===== src/rtl/misalign_pkg.sv =====
package misalign_pkg;
    localparam int BUS_BYTES   = 4;
    localparam int BUS_W       = 8 * BUS_BYTES;
    localparam int PIECE_SLOTS = 4;

    localparam logic [1:0] SZ_BYTE = 2'b00;
    localparam logic [1:0] SZ_HALF = 2'b01;
    localparam logic [1:0] SZ_WORD = 2'b10;

    typedef enum logic [1:0] {
        S_IDLE   = 2'd0,
        S_ADDR   = 2'd1,
        S_DATA   = 2'd2,
        S_FINISH = 2'd3
    } state_e;

    typedef struct packed {
        logic [1:0] rel;   // byte offset of the piece inside the request
        logic [1:0] sz;    // log2 of the piece size
    } piece_t;

    function automatic logic [BUS_W-1:0] byte_mask(input logic [1:0] sz);
        case (sz)
            SZ_BYTE: byte_mask = 32'h0000_00FF;
            SZ_HALF: byte_mask = 32'h0000_FFFF;
            default: byte_mask = 32'hFFFF_FFFF;
        endcase
    endfunction
endpackage


===== src/rtl/split_plan.sv =====
module split_plan
    import misalign_pkg::*;
(
    input  logic [1:0]                   lsb,
    input  logic [1:0]                   size,
    output logic [1:0]                   count,
    output piece_t [PIECE_SLOTS-1:0]     pieces
);
    logic [1:0] size_eff;

    assign size_eff = (size == 2'b11) ? SZ_WORD : size;

    always_comb begin
        count  = 2'd1;
        pieces = '0;
        pieces[0].sz = size_eff;
        if (size_eff == SZ_HALF && lsb[0]) begin
            count     = 2'd2;
            pieces[0] = '{rel: 2'd0, sz: SZ_BYTE};
            pieces[1] = '{rel: 2'd1, sz: SZ_BYTE};
        end else if (size_eff == SZ_WORD && lsb == 2'b10) begin
            count     = 2'd2;
            pieces[0] = '{rel: 2'd0, sz: SZ_HALF};
            pieces[1] = '{rel: 2'd2, sz: SZ_HALF};
        end else if (size_eff == SZ_WORD && lsb[0]) begin
            count     = 2'd3;
            pieces[0] = '{rel: 2'd0, sz: SZ_BYTE};
            pieces[1] = '{rel: 2'd1, sz: SZ_HALF};
            pieces[2] = '{rel: 2'd3, sz: SZ_BYTE};
        end
    end
endmodule


===== src/rtl/lane_steer.sv =====
module lane_steer
    import misalign_pkg::*;
(
    input  logic [BUS_W-1:0] req_wdata,
    input  logic [BUS_W-1:0] bus_rdata,
    input  logic [1:0]       rel,
    input  logic [1:0]       lane,
    input  logic [1:0]       sz,
    output logic [BUS_W-1:0] lane_wdata,
    output logic [BUS_W-1:0] read_part
);
    logic [BUS_W-1:0] mask;
    logic [4:0]       rel_sh;
    logic [4:0]       lane_sh;

    assign mask    = byte_mask(sz);
    assign rel_sh  = {rel, 3'b000};
    assign lane_sh = {lane, 3'b000};

    assign lane_wdata = ((req_wdata >> rel_sh) & mask) << lane_sh;
    assign read_part  = ((bus_rdata >> lane_sh) & mask) << rel_sh;
endmodule


===== src/rtl/misalign_bridge.sv =====
module misalign_bridge
    import misalign_pkg::*;
#(
    parameter int ADDR_W = 32
) (
    input  logic              clk,
    input  logic              rst_n,
    input  logic              req_valid,
    input  logic [ADDR_W-1:0] req_addr,
    input  logic [1:0]        req_size,
    input  logic              req_write,
    input  logic [BUS_W-1:0]  req_wdata,
    output logic              req_idle,
    output logic              done_pulse,
    output logic [BUS_W-1:0]  done_rdata,
    output logic              bus_trans,
    output logic [ADDR_W-1:0] bus_addr,
    output logic [1:0]        bus_size,
    output logic              bus_write,
    output logic [BUS_W-1:0]  bus_wdata,
    input  logic [BUS_W-1:0]  bus_rdata,
    input  logic              bus_ready
);
    state_e                   state, state_nx;
    logic [ADDR_W-1:0]        base_q;
    logic                     write_q;
    logic [BUS_W-1:0]         wdata_q;
    logic [1:0]               count_q;
    piece_t [PIECE_SLOTS-1:0] pieces_q;
    logic [1:0]               idx_q;
    logic [BUS_W-1:0]         acc_q;

    logic [1:0]               plan_count;
    piece_t [PIECE_SLOTS-1:0] plan_pieces;
    piece_t                   cur;
    logic [ADDR_W-1:0]        cur_addr;
    logic [BUS_W-1:0]         steer_w;
    logic [BUS_W-1:0]         read_part;
    logic                     accept;
    logic                     beat_done;
    logic                     last_piece;

    split_plan u_plan (
        .lsb    (req_addr[1:0]),
        .size   (req_size),
        .count  (plan_count),
        .pieces (plan_pieces)
    );

    assign cur      = pieces_q[idx_q];
    assign cur_addr = base_q + {{(ADDR_W-2){1'b0}}, cur.rel};

    lane_steer u_steer (
        .req_wdata  (wdata_q),
        .bus_rdata  (bus_rdata),
        .rel        (cur.rel),
        .lane       (cur_addr[1:0]),
        .sz         (cur.sz),
        .lane_wdata (steer_w),
        .read_part  (read_part)
    );

    assign accept     = (state == S_IDLE) && req_valid;
    assign beat_done  = (state == S_DATA) && bus_ready;
    assign last_piece = (idx_q == count_q - 2'd1);

    // next state
    always_comb begin
        state_nx = state;
        unique case (state)
            S_IDLE:   if (req_valid) state_nx = S_ADDR;
            S_ADDR:   state_nx = S_DATA;
            S_DATA:   if (bus_ready) state_nx = last_piece ? S_FINISH : S_ADDR;
            S_FINISH: state_nx = S_IDLE;
            default:  state_nx = S_IDLE;
        endcase
    end

    // state register
    always_ff @(posedge clk or negedge rst_n) begin
        if (!rst_n) state <= S_IDLE;
        else        state <= state_nx;
    end

    // request context and read accumulator
    always_ff @(posedge clk or negedge rst_n) begin
        if (!rst_n) begin
            base_q   <= '0;
            write_q  <= 1'b0;
            wdata_q  <= '0;
            count_q  <= 2'd1;
            pieces_q <= '0;
            idx_q    <= 2'd0;
            acc_q    <= '0;
        end else if (accept) begin
            base_q   <= req_addr;
            write_q  <= req_write;
            wdata_q  <= req_wdata;
            count_q  <= plan_count;
            pieces_q <= plan_pieces;
            idx_q    <= 2'd0;
            acc_q    <= '0;
        end else if (beat_done) begin
            idx_q <= idx_q + 2'd1;
            if (!write_q) acc_q <= acc_q | read_part;
        end
    end

    // outputs
    always_comb begin
        req_idle   = (state == S_IDLE);
        done_pulse = (state == S_FINISH);
        done_rdata = acc_q;
        bus_trans  = (state == S_ADDR);
        bus_addr   = cur_addr;
        bus_size   = cur.sz;
        bus_write  = write_q;
        bus_wdata  = (state == S_DATA && write_q) ? steer_w : '0;
    end


    aligned_xfer_chk: assert property (@(posedge clk) disable iff (!rst_n)
        bus_trans |-> (bus_size == SZ_BYTE)
                   || (bus_size == SZ_HALF && !bus_addr[0])
                   || (bus_size == SZ_WORD && bus_addr[1:0] == 2'b00));


    addr_gap_chk: assert property (@(posedge clk) disable iff (!rst_n)
        bus_trans |=> !bus_trans);


    wait_hold_chk: assert property (@(posedge clk) disable iff (!rst_n)
        (state == S_DATA && !bus_ready) |=> (!bus_trans && $stable(bus_addr)));


    done_single_chk: assert property (@(posedge clk) disable iff (!rst_n)
        done_pulse |=> (!done_pulse && req_idle));


    busy_no_idle_chk: assert property (@(posedge clk) disable iff (!rst_n)
        (bus_trans || done_pulse) |-> !req_idle);


    byte_lane_chk: assert property (@(posedge clk) disable iff (!rst_n)
        (state == S_DATA && bus_size == SZ_BYTE)
            |-> ((bus_wdata & ~(32'hFF << {bus_addr[1:0], 3'b000})) == '0));
endmodule


===== config.mk =====
export PLATFORM = sky130hd
export DESIGN_NAME = misalign_bridge
export DESIGN_NICKNAME = d
export VERILOG_FILES = /design/src/rtl/misalign_pkg.sv /design/src/rtl/split_plan.sv /design/src/rtl/lane_steer.sv /design/src/rtl/misalign_bridge.sv
export SDC_FILE = /design/constraint.sdc
export NUM_CORES = 1
export LEC_CHECK = 0
export ABC_AREA = 1
export BUFFER_PORTS_ARGS = -buffer_cell sky130_fd_sc_hd__buf_2
export CAP_MARGIN = 15
export CORE_ASPECT_RATIO = 2
export CORE_MARGIN = 5
export CORE_UTILIZATION = 51
export DETAILED_ROUTE_END_ITERATION = 12
export PLACE_DENSITY = 0.82
export SETUP_SLACK_MARGIN = 0.2
export SLEW_MARGIN = 5
export SYNTH_ARGS = -nofsm -noshare
export SYNTH_HDL_FRONTEND = slang
export SYNTH_SLANG_ARGS = --single-unit

===== constraint.sdc =====
create_clock -name clk -period 3.6 [get_ports clk]
set_input_delay 0.18 -clock clk [delete_from_list [all_inputs] [get_ports clk]]
set_output_delay 0.18 -clock clk [all_outputs]
set_load 0.01 [all_outputs]

# Word level (Yosys, flattened, before mapping)
# Index checks and enable logic that the tools add are counted.
totals:
  register_bits: 115
  in_bits: 103
  output_inout_bits: 102
  word_cells: 69
classes:
  addsub: 3
  magnitude_cmp: 1
  n_eq_ne: 12
  shifts: 4
  n_mux: 22
  bitwise: 3
  reduce_logical: 11
ops:
  columns: ["op", "count"]
  rows:
  - ["$mux 32", 4]
  - ["$and 32x32->32", 2]
  - ["$pmux 32 s2", 1]
  - ["$shl 32x5->32", 2]
  - ["$shr 32x5->32", 2]
  - ["$add 32x2->32", 1]
  - ["$or 32x32->32", 1]
  - ["$mux 2", 9]
  - ["$mux 8", 2]
  - ["$mux 12", 1]
  - ["$mux 4", 3]
  - ["$eq 2x2->1 const B", 5]
  - ["$bmux 4 s2", 1]
  - ["$pmux 2 s4", 1]
  - ["$eq 2x1->1 const B", 3]
  - ["$logic_and 1x1->1", 6]
  - ["$logic_not 2->1", 2]
  - ["$ne 2x2->1 const B", 2]
  - ["$reduce_and 2->1", 2]
  - ["$lt 2x3->1 const B", 1]
  - ["$add 2x1->2 const B", 1]
  - ["$eq 2x2->1", 1]
  - ["$ne 2x1->1 const B", 1]
  - ["$reduce_bool 2->1", 1]
  - ["$sub 2x1->2 const B", 1]

# Longest topological paths before layout
# Gate-level depths: netlist of run 1.
depth:
  depth_word: 10
  depth_mapped: 19
  ltp_nobuf: 16

# Cells and area by module
# Synthesis of run 1 repeated with hierarchy kept, for this count alone.
hier_totals:
  hier_cells: 1411
  area_unflattened_um2: 8758.4
by_module_without_submodules:
  columns: ["mod", "instances", "cells_per_inst", "area_per_inst_um2", "seq_area_each_um2"]
  rows:
  - ["misalign_bridge", 1, 808, 6148.4, 2979.1]
  - ["lane_steer", 1, 576, 2459.9, 0.0]
  - ["split_plan", 1, 27, 150.1, 0.0]

# Worst setup path before layout of run 1
# OpenSTA, ideal clock, no wires.
synth_path:
  kind: "reg2out"
  start: "reg idx_q[1]"
  end: "out bus_wdata[24]"
  arrival_time_ns: 3.162
  required_ns: 3.420
  slack_ns: 0.258
  path_stages_with_launch: 15
  path_buffers: 5
  path_cell_list: "dfrtp_1 inv_2 nand3_4 nand2_4 buf_2 buf_2 ha_1 inv_1 fa_1 buf_2 clkinv_1 buf_2 clkbuf_1 nand2_1 o21ai_0"
synth_between:
  word_cells_on_any_way: 10
  classes_between: "add/sub: 1; eq/ne: 1; shift: 2; mux: 4; bitwise: 1; reduce/logical: 1"
synth_rtl:
  columns: ["item", "line_no", "source"]
  rows:
  - ["start: declaration", "misalign_bridge.sv:30", "logic [1:0] idx_q;"]
  - ["start signal: assignment", "misalign_bridge.sv:104", "idx_q <= idx_q + 2'd1;"]
  - ["$bmux 4 s2", "misalign_bridge.sv:50", "assign cur = pieces_q[idx_q];"]
  - ["$mux 4 (not written as such)", "misalign_bridge.sv:50", null]
  - ["$add 32x2->32", "misalign_bridge.sv:51", "assign cur_addr = base_q + {{(ADDR_W-2){1'b0}}, cur.rel};"]
  - ["named net bus_addr[1]", "misalign_bridge.sv:17", "output logic [ADDR_W-1:0] bus_addr,"]
  - ["$shl 32x5->32", "lane_steer.sv:20", "assign lane_wdata = ((req_wdata >> rel_sh) & mask) << lane_sh;"]
  - ["$mux 32", "misalign_bridge.sv:118", "bus_wdata = (state == S_DATA && write_q) ? steer_w : '0;"]
  - ["end: declaration", "misalign_bridge.sv:20", "output logic [BUS_W-1:0] bus_wdata,"]
# The timed path passes the listed nets, and every way through them passes these cells. The select of a mux whose other input is x is not followed.

# Worst setup path after layout of run 1
layout_path:
  start: "reg idx_q[0]"
  end: "out bus_addr[30]"
layout_between:
  elab_chain_len: 3
layout_rtl:
  columns: ["item", "line_no"]
  rows:
  - ["$bmux 4 s2", "misalign_bridge.sv:50"]
  - ["$mux 4 (not written as such)", "misalign_bridge.sv:50"]
  - ["$add 32x2->32", "misalign_bridge.sv:51"]
  - ["end: declaration", "misalign_bridge.sv:17"]
# Every way passes these cells. The select of a mux whose other input is x is not followed.

==> impl_metrics.ini, run 1 <==
[routing]
avgRoutedWirePerCell_um = 16.94
final_antenna_net_count = 0
detailedRoute.firstIterationViolations = 501
firstDrtPassIters = 5
post_drt_via_cell_ratio = 5.459
wirelength_um = 23820
drc_violations = 0
vias = 7675

[synthesis]
postSynthRegisterBits = 109
synth_area_leaders = sky130_fd_sc_hd__dfrtp_1 38%, sky130_fd_sc_hd__nand2_1 20%, sky130_fd_sc_hd__nand3_1 7.1%, sky130_fd_sc_hd__a21oi_1 5.0%, sky130_fd_sc_hd__inv_1 3.7%
ys_dominant_reg_cell = sky130_fd_sc_hd__dfrtp_1
ys_warn_count = 0
count_of_flip_flops_with_a_built_in_enable_after_synthesis = 0
area_share_of_xor_xnor_cells_in_the_synthesized_design_pct = 3.454
synth_seq_area_share_pct = 38.43
synthSimpleGateAreaFrac_pct = 35.75
dominant_combinational_cell_family_by_area_after_synthesis = simple AND/OR/NAND/NOR gates
synth_cell_types = 41
largest_area_contributor_in_the_synthesized_netlist = sky130_fd_sc_hd__dfrtp_1
avg_synthesized_cell_area_um2 = 6.894
synthesis.area_um2 = 7101
muxShareOfSynthArea_pct = 0.1410
synth_fp_nets = 1136
synth_cells = 1030
asyncSetResetFlopFracSynth_pct = 100.0
yosys.area.top_type_share_pct = 38.06
synth_compound_area_share_pct = 13.20
synthAdderAreaFrac_pct = 0.6344

[layout]
layout-drive-gt1-share_pct = 23.66
fin_cells = 1406
final_instance_area_um2 = 8625
multi_input_area_um2 = 3815
nFillCells = 1327
register_area_um2 = 2731
insertedDiodeCount = 0
layout-area-overhead-vs-synth_pct = 21.46
layout.core_utilization_pct = 62.43
finalNetCount = 1318

[sta]
fin_skew_ns = 0.007161
number_of_endpoints_with_negative_hold_slack_in_the_final_report = 0
final_ws_setup_ns = 0.3074
relSlewSlack_pct = 36.03
grt_setup_unrepaired = yes
post-route-period-util_pct = 91.46
setup_violations = 0
timing.setup.tns_ns = 0
max_slew.worst_pin.slew_ns = 0.9560
timing.final.max_slew_violations = 0
max_freq_mhz = 303.7
layout_min_cycle_time_ns = 3.293

[grt]
grt-ovfl-total = 0
grt_pass1_vias = 7501
gr-usage-all-layers_pct = 28.67
grt_antenna_before_repair = 0
global_route_wire_length_before_repair_um = 37090
grt_start_max_net_pins = 65

[power]
leakage_uw = 0.004583
p_per_area_nw_per_um2 = 948.9
peakVddDrop_v = 0.0004621

[die]
die_outline_width_um = 93.44
fp.coreArea_um2 = 13810
die_height_um = 176.9
ios = 205
die_area_um2 = 16530
start_util_pct = 51.40
floorplan.rows = 61

[clocking]
cts_buffers = 9
clock_insertion_delay_worst_skew_ns = 0.35
cell_at_the_root_of_the_clock_tree = sky130_fd_sc_hd__clkbuf_16
cts-root-to-sink-buffers = 2
number_of_clock_sinks_seen_by_cts = 109
cts.clk_slew.worst_paths_ns = 0.08
cts_max_level = 3
tritoncts = built

[placement]
place.port_buffers = 204
total_half_perimeter_wirelength_after_legalization_and_detailed_placement_um = 17870
dpl.cell_count = 1385
dp_worst_slack_ns = 0.4906
total_placed_instance_area_um2 = 8209
global_placement_routability_congestion = 0.9590

[hold_path]
min-delay-path-class = primary input to flip-flop

[setup_path]
timing.setup.critical_path_class = flip-flop to output port
startpoint_type = flip-flop
setup.worst_path.end_class = output port
worst_path_arrival_ns = 3.11
cp.required_ns = 3.42
timing.critical_path.fanout_max = 6

[job]
max_cap_violations = 0

[status]
status = complete, no violations
## per-stage QoR
step | hold WS (ns) | power [uW]
after floorplan | -0.1156 | 5529
after global placement | 0.2943 | 6928
after detailed placement | 0.2952 | 6979
after CTS | 0.006520 | 8135
after global routing | 0.01536 | 8833
final | 0.01067 | 8184
## cell usage in the layout (no fill, tap or decap), drive strengths merged, types with 2 or more instances in the layout
| cell | count |
|---|---|
| bufinv | 2 |
| a21oi | 72 |
| clkbuf | 10 |
| nand3 | 106 |
| nor3 | 12 |
| clkinv | 4 |
| buf | 226 |
| o211ai | 18 |
| o22ai | 2 |
| inv | 78 |
| o21ai | 59 |
| ha | 2 |
| nand4 | 17 |
| a31oi | 13 |
| xor2 | 14 |
| dfrtp | 108 |
| xnor2 | 14 |
| nor2 | 66 |
| or2 | 9 |
| nand2 | 378 |
## cells in the mapped netlist, types with 3 or more instances
cell	count
sky130_fd_sc_hd__nand2_1	372
sky130_fd_sc_hd__dfrtp_1	108
sky130_fd_sc_hd__nand3_1	101
sky130_fd_sc_hd__a21oi_1	71
sky130_fd_sc_hd__inv_1	70
sky130_fd_sc_hd__nor2_1	60
sky130_fd_sc_hd__o21ai_0	43
sky130_fd_sc_hd__clkbuf_1	26
sky130_fd_sc_hd__nand4_1	17
sky130_fd_sc_hd__o21ai_1	15
sky130_fd_sc_hd__xnor2_1	14
sky130_fd_sc_hd__xor2_1	14
sky130_fd_sc_hd__a31oi_1	13
sky130_fd_sc_hd__o211ai_1	12
sky130_fd_sc_hd__buf_2	11
sky130_fd_sc_hd__buf_4	9
sky130_fd_sc_hd__nor3_1	9
sky130_fd_sc_hd__or2_1	7
sky130_fd_sc_hd__buf_6	6
sky130_fd_sc_hd__inv_2	6
sky130_fd_sc_hd__o211ai_2	6
sky130_fd_sc_hd__buf_1	4
sky130_fd_sc_hd__nand2_2	4
sky130_fd_sc_hd__nor2_2	4
sky130_fd_sc_hd__nand3_2	3
sky130_fd_sc_hd__nor3_2	3
## timing repair
action | 4_1_cts | 5_1_grt
setup endpoints to repair | 4 | 18
buffers inserted | 2 | 2
hold buffers | 1 | 0
gates resized for setup | 5 | 9
endpoints found under the hold margin | 56 | 0
pin swaps | 2 | 2
## layer usage
metal	wire length [um]	GRT usage [%]	part of all wire, %
met3	1693	5.064	7.1
met4	1454	17.25	6.1
met1	8301	30.60	35
met2	12370	51.39	52
met5	0	0	0
## area by class of cell
class	instances	share of cell area, %
multi-input cells	787	44.23
flip-flops and latches	109	31.67
repair buffers	227	14.04
inverters	78	3.438
well taps	189	2.742
clock buffers	10	2.655
clock inverters	6	1.219
## state kept, by name, summed over array words and instances (netlist names)
signal and flops:
state 2, idx_q 2, done_rdata 32, wdata_q 32
base_q 32, pieces_q 6, count_q 2, bus_write 1
## final timing paths
path | startpoint | to | slack (ns) | cells past startpoint
setup reg to reg | idx_q[0] | done_rdata[21] | 0.65 | 14
hold / removal | req_addr[10] | base_q[10] | 0.01 | 3
setup / recovery | idx_q[0] | bus_addr[30] | 0.31 | 15
max in group asynchronous | rst_n | base_q[4] | 2.43 | 3
min in group asynchronous | rst_n | wdata_q[28] | 0.42 | 2
hold reg to reg | wdata_q[5] | wdata_q[5] | 0.49 | 2
## worst max-delay path, stage by stage, from the launching register on
cell,delay [ns]
sky130_fd_sc_hd__dfrtp_2,0.45
sky130_fd_sc_hd__inv_2,0.12
sky130_fd_sc_hd__nand3_4,0.12
sky130_fd_sc_hd__nand2_4,0.08
sky130_fd_sc_hd__ha_1,0.17
sky130_fd_sc_hd__inv_1,0.07
sky130_fd_sc_hd__fa_2,0.37
sky130_fd_sc_hd__nor2_2,0.19
sky130_fd_sc_hd__nand3_2,0.13
sky130_fd_sc_hd__nor2_4,0.13
sky130_fd_sc_hd__nand2_4,0.09
sky130_fd_sc_hd__nor3_4,0.25
sky130_fd_sc_hd__nand2_1,0.13
sky130_fd_sc_hd__nor2_1,0.14
sky130_fd_sc_hd__xor2_1,0.16
sky130_fd_sc_hd__buf_2,0.15
## report_power, final
group | internal [uW] | total [uW] | switching, uW
Sequential | 1770 | 2230 | 455
Combinational | 1560 | 4830 | 3270
Clock | 627 | 1120 | 498
Total | 3960 | 8180 | 4220
## cell families (layout without fill, tap and decap cells)
family / after synthesis / count (layout)
AO/OA/AOI/OAI: 165 / 165
XOR/XNOR: 28 / 28
adder cells (fa/ha/maj): 3 / 3
buffers and inverters: 134 / 321
flip-flops: 109 / 109
multiplexers: 1 / 1
AND/OR/NAND/NOR: 590 / 590
No activity file was read; power rests on OpenSTA's default activity.
==> run 2: changes to the inputs <==
MAX_ROUTING_LAYER = met4   (was default)
==> run 2 against run 1 <==
Compared with the run above: clock power down 9.8%; cell area down 0.39%; cell count up 0.14%.
==> impl_metrics.ini, run 2 (synthesis results as in run 1) <==
[placement]
total_half_perimeter_wirelength_after_legalization_and_detailed_placement_um = 17510
global_placement_routability_congestion = 1.033
dp_worst_slack_ns = 0.4649
place.port_buffers = 204

[grt]
grt_pass1_vias = 7323
global_route_wire_length_before_repair_um = 36590
grt-ovfl-total = 0
grt_antenna_before_repair = 0
grt_start_max_net_pins = 119
gr-usage-all-layers_pct = 29.02

[power]
peakVddDrop_v = 0.0004450
leakage_uw = 0.004566
p_per_area_nw_per_um2 = 935.0
total_power_uw = 8032

[setup_path]
cp.required_ns = 3.42
startpoint_type = flip-flop
setup.worst_path.end_class = output port
timing.critical_path.fanout_max = 19
timing.setup.critical_path_class = flip-flop to output port
worst_path_arrival_ns = 3.10

[die]
ios = 205
die_height_um = 176.9
fp.coreArea_um2 = 13810
floorplan.rows = 61
die_area_um2 = 16530
start_util_pct = 51.40
die_outline_width_um = 93.44

[layout]
most_used_cells_in_the_layout_excluding_fill_and_tap_cells = 371 x sky130_fd_sc_hd__nand2_1, 203 x sky130_fd_sc_hd__buf_2, 106 x sky130_fd_sc_hd__dfrtp_1
layout-area-overhead-vs-synth_pct = 20.99
multi_input_area_um2 = 3802
register_area_um2 = 2731
layout-drive-gt1-share_pct = 23.79
most_frequent_standard_cell_in_the_layout_excluding_fill_and_tap_cells = sky130_fd_sc_hd__nand2_1
insertedDiodeCount = 0
finalNetCount = 1320
nFillCells = 1310

[sta]
max_slew.worst_pin.slew_ns = 1.135
timing.final.max_slew_violations = 0
fin_skew_ns = 0.01453
timing.setup.tns_ns = 0
grt_setup_unrepaired = no
setup_violations = 0
layout_min_cycle_time_ns = 3.276
relSlewSlack_pct = 24.31
final_ws_setup_ns = 0.3242
number_of_endpoints_with_negative_hold_slack_in_the_final_report = 0
max_freq_mhz = 305.3
post-route-period-util_pct = 90.99

[routing]
wirelength_um = 23600
final_antenna_net_count = 0
firstDrtPassIters = 6
drc_violations = 0
post_drt_via_cell_ratio = 5.445
vias = 7666
detailedRoute.firstIterationViolations = 456
avgRoutedWirePerCell_um = 16.76

[status]
status = complete, no violations

[clocking]
clock_insertion_delay_worst_skew_ns = 0.36
number_of_clock_sinks_seen_by_cts = 109
cts.clk_slew.worst_paths_ns = 0.08
cell_at_the_root_of_the_clock_tree = sky130_fd_sc_hd__clkbuf_16
tritoncts = built
cts_max_level = 3
cts_buffers = 9
cts-root-to-sink-buffers = 2

[hold_path]
min-delay-path-class = primary input to flip-flop

[job]
max_cap_violations = 0
-- run 2: routing by layer --
| layer | track usage [%] | routed length, um |
|---|---|---|
| met5 | - | 0 |
| met4 | 16.82 | 1399 |
| met3 | 4.085 | 1689 |
| met2 | 49.24 | 12110 |
| met1 | 32.02 | 8397 |
-- run 2: per-stage QoR --
stage	hold slack (ns)	instance area [um^2]	util, %	instances
floorplan	-0.1156	7101	-	1030
global placement	0.2694	8202	59.37	1384
detailed placement	0.2668	8202	59.37	1384
CTS	0.008727	8529	61.74	1402
global route	0.01712	8591	62.19	1408
finish	0.009865	8591	62.19	1408
-- run 2: path summary, 6_finish.rpt --
check	startpoint	endpoint	slack (ns)	cells past startpoint
max	idx_q[0]	bus_wdata[24]	0.32	11
min reg2reg	wdata_q[7]	wdata_q[7]	0.48	2
min in group asynchronous	rst_n	wdata_q[27]	0.40	2
min	req_addr[6]	base_q[6]	0.01	3
max reg2reg	idx_q[1]	done_rdata[24]	0.69	13
max in group asynchronous	rst_n	count_q[0]	2.38	3
-- run 2: what timing repair did --
item	in CTS	in global routing
pin swaps	1	1
buffers inserted	1	6
setup endpoints to repair	3	14
endpoints found under the hold margin	52	0
hold buffers	1	0
resized for setup	4	8
-- run 2: critical path: stages (launching register included) --
cell and delay, ns:
sky130_fd_sc_hd__dfrtp_2 0.45, sky130_fd_sc_hd__buf_4 0.15, sky130_fd_sc_hd__nand3_4 0.09, sky130_fd_sc_hd__nand2_4 0.06, sky130_fd_sc_hd__ha_1 0.19, sky130_fd_sc_hd__inv_1 0.07
sky130_fd_sc_hd__fa_2 0.44, sky130_fd_sc_hd__clkinv_1 0.19, sky130_fd_sc_hd__buf_4 0.28, sky130_fd_sc_hd__nand2_1 0.24, sky130_fd_sc_hd__o21ai_0 0.36, sky130_fd_sc_hd__buf_2 0.20
-- run 2: report_power, final --
part,switching [uW],internal (uW)
sequential,454,1770
clock,503,502
combinational,3220,1580
-- run 2: layout make-up --
| cell class | instances | share of cell area, % |
|---|---|---|
| clock inverters | 6 | 0.6554 |
| multi-input cells | 787 | 44.26 |
| flip-flops and latches | 109 | 31.79 |
| clock buffers | 10 | 2.782 |
| inverters | 78 | 3.481 |
| repair buffers | 229 | 14.27 |
| well taps | 189 | 2.753 |
==> run 3: changes to the inputs <==
CORE_UTILIZATION = 48   (was 51)
PLACE_DENSITY = 0.81   (was 0.82)
clock period = 3 ns   (was 3.6 ns; I/O delays follow)
==> run 3 against run 2 <==
Compared with the run above: the run now ends with hold timing left; non-clock buffer count grew 71; utilization grew 4.9 points; power grew 34%; largest power group unchanged.
==> impl_metrics.ini, run 3 (synthesis results as in run 1) <==
[status]
status = complete, but fails checks
failed_checks = hold timing

[placement]
total_half_perimeter_wirelength_after_legalization_and_detailed_placement_um = 16640
total_placed_instance_area_um2 = 8329
global_placement_routability_congestion = 0.9118
place.port_buffers = 204

[layout]
layout-drive-gt1-share_pct = 30.54
layout.core_utilization_pct = 67.07
finalNetCount = 1391
most_frequent_standard_cell_in_the_layout_excluding_fill_and_tap_cells = sky130_fd_sc_hd__nand2_1
insertedDiodeCount = 0
final_instance_area_um2 = 9833
most_used_cells_in_the_layout_excluding_fill_and_tap_cells = 362 x sky130_fd_sc_hd__nand2_1, 196 x sky130_fd_sc_hd__buf_2, 106 x sky130_fd_sc_hd__dfrtp_1
layout-area-overhead-vs-synth_pct = 38.48

[power]
leakage_uw = 0.005077
peakVddDrop_v = 0.0008176
p_per_area_nw_per_um2 = 1093
swShare_pct = 51.78
comb_power_share_pct = 63.4
share_clk_of_total_power_pct = 11.4
switchingPower_uw = 5565
seq_power_share_pct = 25.3
cell_internal_pwr_uw = 5182

[sta]
setup_violations = 0
post-route-period-util_pct = 97.69
fin_hold_ws_ns = -0.001285
grt_setup_unrepaired = yes
relSlewSlack_pct = 44.53
layout_min_cycle_time_ns = 2.931
max_slew.worst_pin.slew_ns = 0.8312
number_of_endpoints_with_negative_hold_slack_in_the_final_report = 2
timing.final.max_slew_violations = 0
fin_skew_ns = 0.009877
max_freq_mhz = 341.2

[routing]
firstDrtPassIters = 5
post_drt_via_cell_ratio = 5.484
detailedRoute.firstIterationViolations = 643
drc_violations = 0
final_antenna_net_count = 0
vias = 8143
wirelength_um = 24860
avgRoutedWirePerCell_um = 16.74

[setup_path]
startpoint_type = flip-flop
timing.setup.critical_path_class = flip-flop to output port
timing.critical_path.cells = inv_4 -> nand2_4 -> o21ai_4 -> inv_2 -> fa_2 -> nor2_4 -> nand3_4 -> nor2_4 -> nand2_4 -> nor3_4 -> nand2_2 -> nor2_2 -> xor2_1 -> buf_2
timing.critical_path.fanout_max = 4
worst_path_buffer_plus_inverter_count = 3
setup.worst_path.end_class = output port
crit_path_max_incr_delay_ns = 0.46
worst_path_arrival_ns = 2.78
setup.reg_to_reg.worst_slack_ns = 0.32
critical-path-top-delay-family = simple AND/OR/NAND/NOR gates
cp.required_ns = 2.85
timing.critical_path.slowest_stage_cell = sky130_fd_sc_hd__dfrtp_2

[die]
die_outline_width_um = 96
start_util_pct = 48.43
fp.coreArea_um2 = 14660
die_area_um2 = 17470
die_height_um = 182.0
floorplan.rows = 63
ios = 205

[clocking]
clock_insertion_delay_worst_skew_ns = 0.36
cts-root-to-sink-buffers = 2
cts_max_level = 3
tritoncts = built
cts.clk_slew.worst_paths_ns = 0.08
cts_buffers = 9
number_of_clock_sinks_seen_by_cts = 109
cell_at_the_root_of_the_clock_tree = sky130_fd_sc_hd__clkbuf_16

[grt]
global_route_wire_length_before_repair_um = 37430
grt_start_max_net_pins = 74
grt_antenna_before_repair = 0
grt_pass1_vias = 7677
gr-usage-all-layers_pct = 27.71
grt-ovfl-total = 0

[job]
max_cap_violations = 0

[hold_path]
min-delay-path-class = primary input to flip-flop
-- run 3: cell types whose count changed in the layout (fill, tap and decap cells not counted), moves of 9 or more --
cell,previous run,this run
sky130_fd_sc_hd__buf_4,24,46
sky130_fd_sc_hd__buf_6,0,15
sky130_fd_sc_hd__dlygate4sd3_1,1,35
sky130_fd_sc_hd__nand2_1,371,362
sky130_fd_sc_hd__nor2_1,56,38
sky130_fd_sc_hd__nor2_4,2,18
sky130_fd_sc_hd__o21ai_0,43,32
sky130_fd_sc_hd__o21ai_2,0,9
-- run 3: worst register-to-register path, delay by kind of cell, from the launching register on --
family | cells | cell delay, ns
compound gates | 1 | 0.06
flops | 1 | 0.47
fa+ha+maj | 2 | 0.66
simple gates | 8 | 0.79
buf+inv | 4 | 0.54
-- run 3: path summary, 6_finish.rpt --
path,endpoint,from,depth (start not counted)
min reg2reg,wdata_q[3],wdata_q[3],2
max in group asynchronous,wdata_q[0],rst_n,3
min in group asynchronous,wdata_q[28],rst_n,2
max,bus_addr[30],idx_q[1],14
min,wdata_q[0],req_wdata[0],3
max reg2reg,done_rdata[27],idx_q[0],15
-- run 3: metal layers --
metal	routed length [um]	share of wire (%)	up-vias	global-route usage [%]
met5	0	0	-	-
met4	545	2.2	0	9.065
met3	2179	8.8	47	3.441
met2	12300	49	444	43.89
met1	9837	40	3787	36.48
li1	-	-	3865	-
-- run 3: stage by stage --
step,worst slack (ns),setup TNS (ns),hold slack (ns),std cells,total power (uW)
finish,0.06940,0,-0.001285,1485,10750
global route,-0.06765,-0.1876,0.006190,1485,11520
CTS,0.07305,0,0.0007427,1462,9829
detailed placement,0.1860,0,0.1646,1392,8427
global placement,0.2674,0,0.1680,1392,8320
floorplan,0.1348,0,-0.1456,1030,6784
-- run 3: area by class of cell --
type	count	area [um^2]
flip-flops and latches	109	2731
inverters	78	349.1
clock inverters	7	75.07
fillers	1236	4828
clock buffers	9	225.2
multi-input cells	787	4185
repair buffers	300	2023
well taps	195	244.0
-- run 3: timing repair --
item,in CTS,in global routing
hold endpoints to repair,70,0
cloned,0,2
pin swaps,17,30
setup buffers,19,21
resized for setup,23,96
hold buffers,35,0
endpoints found under the setup margin,48,52
-- run 3: power groups by stage --
stage               Combinational (uW)  Clock, uW  Sequential, uW
finish                            6810       1220            2720
global route                      7430       1290            2800
CTS                               5920       1230            2680
detailed placement                5720          0            2700
global placement                  5650          0            2670
floorplan                         4140          0            2640
